## src/rtl/vid_in_pkg.sv

```systemverilog
package vid_in_pkg;
  typedef enum logic {
    VID_STD_525 = 1'b0,
    VID_STD_625 = 1'b1
  } vid_std_e;

  // byte position inside a two-pixel group; order is behaviour
  typedef enum logic [1:0] {
    PH_CB = 2'd0,
    PH_Y0 = 2'd1,
    PH_CR = 2'd2,
    PH_Y1 = 2'd3
  } byte_ph_e;
endpackage

```

## src/rtl/vid_edge_det.sv

```systemverilog
module vid_edge_det (
  input  logic clk_i,
  input  logic rst_ni,
  input  logic sig_i,
  output logic rise_o
);
  logic sig_q;

  always_ff @(posedge clk_i or negedge rst_ni) begin
    if (!rst_ni) sig_q <= 1'b0;
    else         sig_q <= sig_i;
  end

  assign rise_o = sig_i & ~sig_q;
endmodule

```

## src/rtl/vid_line_cnt.sv

```systemverilog
module vid_line_cnt #(
  parameter int CNT_W  = 11,
  parameter int LINE_W = 10
) (
  input  logic              clk_i,
  input  logic              rst_ni,
  input  logic              hs_rise_i,
  input  logic              vs_rise_i,
  input  logic [CNT_W-1:0]  len_i,
  output logic [CNT_W-1:0]  cnt_o,
  output logic              err_o,
  output logic [LINE_W-1:0] line_num_o
);
  localparam logic [LINE_W-1:0] LINE_MAX = '1;

  always_ff @(posedge clk_i or negedge rst_ni) begin
    if (!rst_ni) begin
      cnt_o <= '0;
      err_o <= 1'b0;
    end else if (hs_rise_i) begin
      cnt_o <= CNT_W'(1);
      err_o <= 1'b0;
    end else if (cnt_o != '0) begin
      if (cnt_o >= len_i) err_o <= 1'b1;  // hold at nominal length
      else                cnt_o <= cnt_o + 1'b1;
    end
  end

  always_ff @(posedge clk_i or negedge rst_ni) begin
    if (!rst_ni)                               line_num_o <= '0;
    else if (vs_rise_i)                        line_num_o <= '0;
    else if (hs_rise_i && line_num_o != LINE_MAX) line_num_o <= line_num_o + 1'b1;
  end
endmodule

```

## src/rtl/vid_win_dec.sv

```systemverilog
module vid_win_dec #(
  parameter int CNT_W     = 11,
  parameter int IDX_W     = 10,
  parameter int WIN_BYTES = 1440
) (
  input  logic [CNT_W-1:0] cnt_i,
  input  logic [CNT_W-1:0] start_i,
  output logic             in_win_o,
  output logic [1:0]       phase_o,
  output logic [IDX_W-2:0] pair_o
);
  logic [CNT_W-1:0] off;

  assign off      = cnt_i - start_i;
  assign in_win_o = (cnt_i >= start_i) && (32'(off) < WIN_BYTES);
  assign phase_o  = off[1:0];
  assign pair_o   = (IDX_W-1)'(off >> 2);
endmodule

```

## src/rtl/vid_byte_demux.sv

```systemverilog
module vid_byte_demux
  import vid_in_pkg::*;
#(
  parameter int DATA_W = 8,
  parameter int IDX_W  = 10
) (
  input  logic              clk_i,
  input  logic              rst_ni,
  input  logic [DATA_W-1:0] data_i,
  input  logic              first_i,
  input  logic              in_win_i,
  input  logic [1:0]        phase_i,
  input  logic [IDX_W-2:0]  pair_i,
  output logic [DATA_W-1:0] data_q_o,
  output logic              pix_valid_o,
  output logic [DATA_W-1:0] y_o,
  output logic [DATA_W-1:0] cb_o,
  output logic [DATA_W-1:0] cr_o,
  output logic [IDX_W-1:0]  pix_idx_o,
  output logic              line_start_o
);
  logic [DATA_W-1:0] cb_hold, cr_hold, y0_hold;
  byte_ph_e ph;

  assign ph = byte_ph_e'(phase_i);

  // byte register aligned with the count register
  always_ff @(posedge clk_i or negedge rst_ni) begin
    if (!rst_ni) data_q_o <= '0;
    else         data_q_o <= data_i;
  end

  always_ff @(posedge clk_i or negedge rst_ni) begin
    if (!rst_ni) begin
      cb_hold      <= '0;
      cr_hold      <= '0;
      y0_hold      <= '0;
      pix_valid_o  <= 1'b0;
      y_o          <= '0;
      cb_o         <= '0;
      cr_o         <= '0;
      pix_idx_o    <= '0;
      line_start_o <= 1'b0;
    end else begin
      pix_valid_o  <= 1'b0;
      line_start_o <= first_i;
      if (in_win_i) begin
        case (ph)
          PH_CB: cb_hold <= data_q_o;
          PH_Y0: y0_hold <= data_q_o;
          PH_CR: begin
            // even pixel waits for its pair's Cr
            cr_hold     <= data_q_o;
            pix_valid_o <= 1'b1;
            y_o         <= y0_hold;
            cb_o        <= cb_hold;
            cr_o        <= data_q_o;
            pix_idx_o   <= {pair_i, 1'b0};
          end
          PH_Y1: begin
            pix_valid_o <= 1'b1;
            y_o         <= data_q_o;
            cb_o        <= cb_hold;
            cr_o        <= cr_hold;
            pix_idx_o   <= {pair_i, 1'b1};
          end
          default: ;
        endcase
      end
    end
  end
endmodule

```

## src/rtl/vid_in_align.sv

```systemverilog
module vid_in_align
  import vid_in_pkg::*;
#(
  parameter int DATA_W    = 8,
  parameter int LEN_525   = 1716,
  parameter int LEN_625   = 1728,
  parameter int START_525 = 245,
  parameter int START_625 = 265,
  parameter int ACT_PIX   = 720,
  parameter int LINE_W    = 10
) (
  input  logic              clk_i,
  input  logic              rst_ni,
  input  logic              std_sel_i,
  input  logic              sync_dly_i,
  input  logic              hsync_i,
  input  logic              vsync_i,
  input  logic [DATA_W-1:0] data_i,
  output logic              pix_valid_o,
  output logic [DATA_W-1:0] y_o,
  output logic [DATA_W-1:0] cb_o,
  output logic [DATA_W-1:0] cr_o,
  output logic [$clog2(ACT_PIX)-1:0] pix_idx_o,
  output logic              line_start_o,
  output logic              line_err_o,
  output logic [LINE_W-1:0] line_num_o
);
  localparam int LEN_MAX   = (LEN_525 > LEN_625) ? LEN_525 : LEN_625;
  localparam int CNT_W     = $clog2(LEN_MAX + 1);
  localparam int IDX_W     = $clog2(ACT_PIX);
  localparam int WIN_BYTES = 2 * ACT_PIX;
  localparam int N_SYNC    = 2;

  vid_std_e         std;
  logic [CNT_W-1:0] line_len, win_start, cnt_q;
  logic [N_SYNC-1:0] sync_in, sync_rise;
  logic             hs_rise, vs_rise;
  logic             in_win;
  logic [1:0]       phase;
  logic [IDX_W-2:0] pair;
  logic [DATA_W-1:0] data_q;

  assign std       = vid_std_e'(std_sel_i);
  assign line_len  = (std == VID_STD_625) ? CNT_W'(LEN_625) : CNT_W'(LEN_525);
  assign win_start = ((std == VID_STD_625) ? CNT_W'(START_625) : CNT_W'(START_525))
                     + CNT_W'(sync_dly_i);

  assign sync_in = {vsync_i, hsync_i};

  for (genvar g = 0; g < N_SYNC; g++) begin : g_sync
    vid_edge_det u_edge (
      .clk_i  (clk_i),
      .rst_ni (rst_ni),
      .sig_i  (sync_in[g]),
      .rise_o (sync_rise[g])
    );
  end

  assign hs_rise = sync_rise[0];
  assign vs_rise = sync_rise[1];

  vid_line_cnt #(.CNT_W(CNT_W), .LINE_W(LINE_W)) u_cnt (
    .clk_i      (clk_i),
    .rst_ni     (rst_ni),
    .hs_rise_i  (hs_rise),
    .vs_rise_i  (vs_rise),
    .len_i      (line_len),
    .cnt_o      (cnt_q),
    .err_o      (line_err_o),
    .line_num_o (line_num_o)
  );

  vid_win_dec #(.CNT_W(CNT_W), .IDX_W(IDX_W), .WIN_BYTES(WIN_BYTES)) u_win (
    .cnt_i    (cnt_q),
    .start_i  (win_start),
    .in_win_o (in_win),
    .phase_o  (phase),
    .pair_o   (pair)
  );

  vid_byte_demux #(.DATA_W(DATA_W), .IDX_W(IDX_W)) u_demux (
    .clk_i        (clk_i),
    .rst_ni       (rst_ni),
    .data_i       (data_i),
    .first_i      (cnt_q == CNT_W'(1)),
    .in_win_i     (in_win),
    .phase_i      (phase),
    .pair_i       (pair),
    .data_q_o     (data_q),
    .pix_valid_o  (pix_valid_o),
    .y_o          (y_o),
    .cb_o         (cb_o),
    .cr_o         (cr_o),
    .pix_idx_o    (pix_idx_o),
    .line_start_o (line_start_o)
  );
endmodule

```

## config.mk

```make
export PLATFORM = sky130hd
export DESIGN_NAME = vid_in_align
export DESIGN_NICKNAME = d
export VERILOG_FILES = /design/src/rtl/vid_in_pkg.sv /design/src/rtl/vid_edge_det.sv /design/src/rtl/vid_line_cnt.sv /design/src/rtl/vid_win_dec.sv /design/src/rtl/vid_byte_demux.sv /design/src/rtl/vid_in_align.sv
export SDC_FILE = /design/constraint.sdc
export NUM_CORES = 1
export LEC_CHECK = 0
export ABC_AREA = 1
export BUFFER_PORTS_ARGS = -buffer_cell sky130_fd_sc_hd__clkbuf_2
export CAP_MARGIN = 10
export CORE_UTILIZATION = 25
export CTS_CLUSTER_DIAMETER = 120
export DETAILED_ROUTE_END_ITERATION = 8
export SLEW_MARGIN = 40
export SYNTH_ARGS = -nofsm -noshare
export SYNTH_HDL_FRONTEND = slang
export SYNTH_SLANG_ARGS = --single-unit
```

## constraint.sdc

```tcl
create_clock -name clk_i -period 5.85 [get_ports clk_i]
set_input_delay 1.17 -clock clk_i [delete_from_list [all_inputs] [get_ports clk_i]]
set_output_delay 1.17 -clock clk_i [all_outputs]
set_load 0.005 [all_outputs]
```

==> flow_summary.toml <==
[power]
p_comb_frac = 0.297
clockPowerShare = 0.310
swShare = 0.3761
seqPwrFrac = 0.393
irDropWorstVdd_mv = 0.1546
p_int_w = 0.001254
power.switching_w = 0.0007563
p_leak_nw = 2.957
p_per_area_nw_per_um2 = 355.2

[grt]
grt_max_degree = 63
grt_first_pass_wirelength_mm = 20.51
overflow = 0
antenna_found_initial = 2
grt_pass1_vias = 4040
grt_use_total = 0.1292

[floorplan]
die_h_um = 141.3
row_count = 50
io-pin-count = 61
fp.dieArea_um2 = 19960
core_area_um2 = 18830
initial_core_util = 0.2575
die_w_um = 141.3

[synthesis]
async_flop_share = 1.000
synthFlopType = "dfrtp_1"
synth_area_um2 = 4850
yosysSeqAreaShare = 0.4747
avgSynthCellArea_um2 = 8.069
yosys.area.top_type_share = 0.4747
yosys-top-cells-area = "dfrtp_1 (47%), nand2_1 (15%), nand4_1 (8.3%)"
syn_inst = 601
synth_area_leader_cell = "dfrtp_1"
ys_ff_latch = 92
synth_nets = 631
ys_types = 35
synth_edf_count = 0
yosysWarnings = 0

[critical_path]
slowest_delay_ns = 0.47
crit_path_cell_trace = "clkbuf_2 -> inv_1 -> ha_1 -> inv_1 -> fa_1 -> nand2_1 -> nand2_2 -> nand3_1 -> nand2_1 -> nand2_1 -> nand2_1 -> nand3_1 -> nand2_2 -> nand2_4 -> nand3_4 -> nand2_1 -> nand2_1"
worst_setup_path_start_kind = "primary input"
reg2reg_depth = 16
required_ns = 6.09
path_buf_inv = 3
path_delay_family = "simple AND/OR/NAND/NOR gates"
cp.arrival_ns = 3.87
critPathSlowestCell = "nand3_4"
reg2reg_slack_ns = 2.59
critPathKind = "primary input to register"
path_max_fanout = 62
timing.rr.end = "u_demux.cr_o[6]$_DFFE_PN0P_"
cp-startpoint = "sync_dly_i"
cp_common_cell = "nand2_1"
cp-end-kind = "register"
r2r-start = "u_cnt.cnt_o[0]$_DFFE_PN0P_"

[clocking]
insertion_delay_ns = 0.35
cts_tree = "done"
cts-root-buf = "clkbuf_16"
cts_buffer_depth = 2
htree_levels = 3
cts_setup_buffers = 0
hold_buffers = 0
numClockSinks = 92
cts_resized = 0
clkTransAtPathRegs_ns = 0.07
cts_buffers = 9

[drt]
drt_first_iter_violations = 286
ant_nets = 0
routedWlPerCell_um = 12.87
firstDrtPassIters = 5
wirelength_mm = 11.80
route.vias.total = 4079
drc_errors = 0
routed_via_density = 4.448

[placed_design]
gp_congestion = 0.8733
port_buffers = 60
place_ws_ns = 1.827
post-dp-hpwl_mm = 8.395

[sta]
finalClockSkew_ns = 0.01046
slew_violations = 0
setup_viol = 0
hold_viol = 0
setup_ws_ns = 2.211
max_freq_ghz = 0.2748
period_needed_ns = 3.639
fin_tns_setup_ns = 0
fin_crit_sh = 0.6221
rsz0062_at_grt = "no"
max_slew_margin = 0.5704
worst_pin_slew_ns = 0.6421

[layout]
syn2layout_area_growth_pct = 16.74
drive_above_1_share = 0.1527
finalNetCount = 680

[hold_path]
hold_depth = 2
hold_start = "u_demux.y0_hold[7]$_DFFE_PN0P_"
min_to = "u_demux.y0_hold[7]$_DFFE_PN0P_"
hp-class = "register to register"

[outcome]
status = "complete, no violations"

[job]
max-cap-violations = 0
## cell usage after synthesis, types with 2 or more instances
master / count
nand3b_1: 3
xor2_1: 7
a21oi_1: 17
clkbuf_1: 7
nor2_1: 32
o21ai_0: 26
clkinv_1: 3
buf_2: 8
nand4_1: 64
nor3_1: 10
dfrtp_1: 92
or2_2: 5
ha_1: 15
buf_6: 7
inv_1: 50
nand3_1: 29
nand2_2: 6
nor2_2: 2
nand2_1: 200
a21oi_2: 2
buf_1: 2
## worst max-delay path by stage
stage	cells past startpoint	endpoint	slack, ns
finish	17	u_demux.cr_o[6]$_DFFE_PN0P_	2.21
global route	16	u_demux.cr_o[6]$_DFFE_PN0P_	1.88
CTS	17	u_demux.cr_o[6]$_DFFE_PN0P_	2.18
detailed placement	17	u_demux.pix_idx_o[7]$_DFFE_PN0P_	1.83
global placement	17	u_demux.pix_idx_o[5]$_DFFE_PN0P_	1.84
floorplan	15	u_demux.cr_hold[0]$_DFFE_PN0P_	2.75
## sequential cells by signal, summed over array words and instances, names as in the netlist
| name | flops |
|---|---|
| u_demux.y_o | 8 |
| g_sync.u_edge.sig_q | 2 |
| u_cnt.err_o | 1 |
| u_demux.cb_hold | 8 |
| u_demux.y0_hold | 8 |
| u_demux.pix_valid_o | 1 |
| u_demux.pix_idx_o | 10 |
| u_demux.cb_o | 8 |
| u_demux.cr_o | 8 |
| u_demux.data_q_o | 8 |
| u_cnt.line_num_o | 10 |
| u_demux.cr_hold | 8 |
| u_demux.line_start_o | 1 |
| u_cnt.cnt_o | 11 |
## tightest hold or removal path, cell delays in order, from the launching register on
cell and delay (ns):
dfrtp_1 0.35, nand2_1 0.05, nand2_1 0.04
## cells in the final DEF, fill, tap and decap left out, types with 9 or more instances in the layout
cell type,n
clkbuf_16,9
ha_1,15
nand4_1,64
nor3_1,10
clkbuf_2,59
nand3_1,29
inv_1,50
dfrtp_1,92
o21ai_0,26
a21oi_1,17
nand2_1,199
nor2_1,32
## logic make-up after synthesis
| group | share of synthesized area |
|---|---|
| xor+xnor | 0.01780 |
| flops | 0.4747 |
| simple gates | 0.3375 |
| compound gates | 0.05083 |
| buf+inv | 0.07637 |
| fa+ha+maj | 0.04283 |
## through the flow
| stage | util | cell area (µm²) | instances | hold WS, ns | total power, W |
|---|---|---|---|---|---|
| after floorplan | - | 4850 | 601 | 0.4422 | 0.001214 |
| after global placement | 0.2832 | 5333 | 899 | 0.4533 | 0.001396 |
| after detailed placement | 0.2833 | 5335 | 899 | 0.4586 | 0.001404 |
| after CTS | 0.3001 | 5652 | 915 | 0.4760 | 0.002042 |
| after global routing | 0.3004 | 5657 | 915 | 0.4834 | 0.002159 |
| final | 0.3007 | 5662 | 917 | 0.4733 | 0.002011 |
## cell type report
| class | count | area (µm²) |
|---|---|---|
| well taps | 260 | 325.3 |
| inverters | 54 | 202.7 |
| flip-flops and latches | 92 | 2302 |
| clock inverters | 6 | 77.57 |
| clock buffers | 10 | 239.0 |
| repair buffers | 63 | 325.3 |
| multi-input cells | 430 | 2185 |
| fillers | 2050 | 13170 |
| diodes | 2 | 5.005 |
## power by group through the flow
stage | Clock [W] | Sequential, W | Combinational (W)
after floorplan | 0 | 0.000785 | 0.000429
after global placement | 0 | 0.000801 | 0.000595
after detailed placement | 0 | 0.000802 | 0.000602
after CTS | 0.000645 | 0.000791 | 0.000605
after global routing | 0.000664 | 0.000805 | 0.000690
final | 0.000624 | 0.000790 | 0.000597
## metal layers
metal,share of wire,GRT usage,up-vias
li1,-,-,2088
met1,0.49,0.1762,1868
met2,0.43,0.1944,101
met3,0.061,0.03881,20
met4,0.017,0.04233,2
met5,0.0014,0,-
No activity file was read; power rests on OpenSTA's default activity.
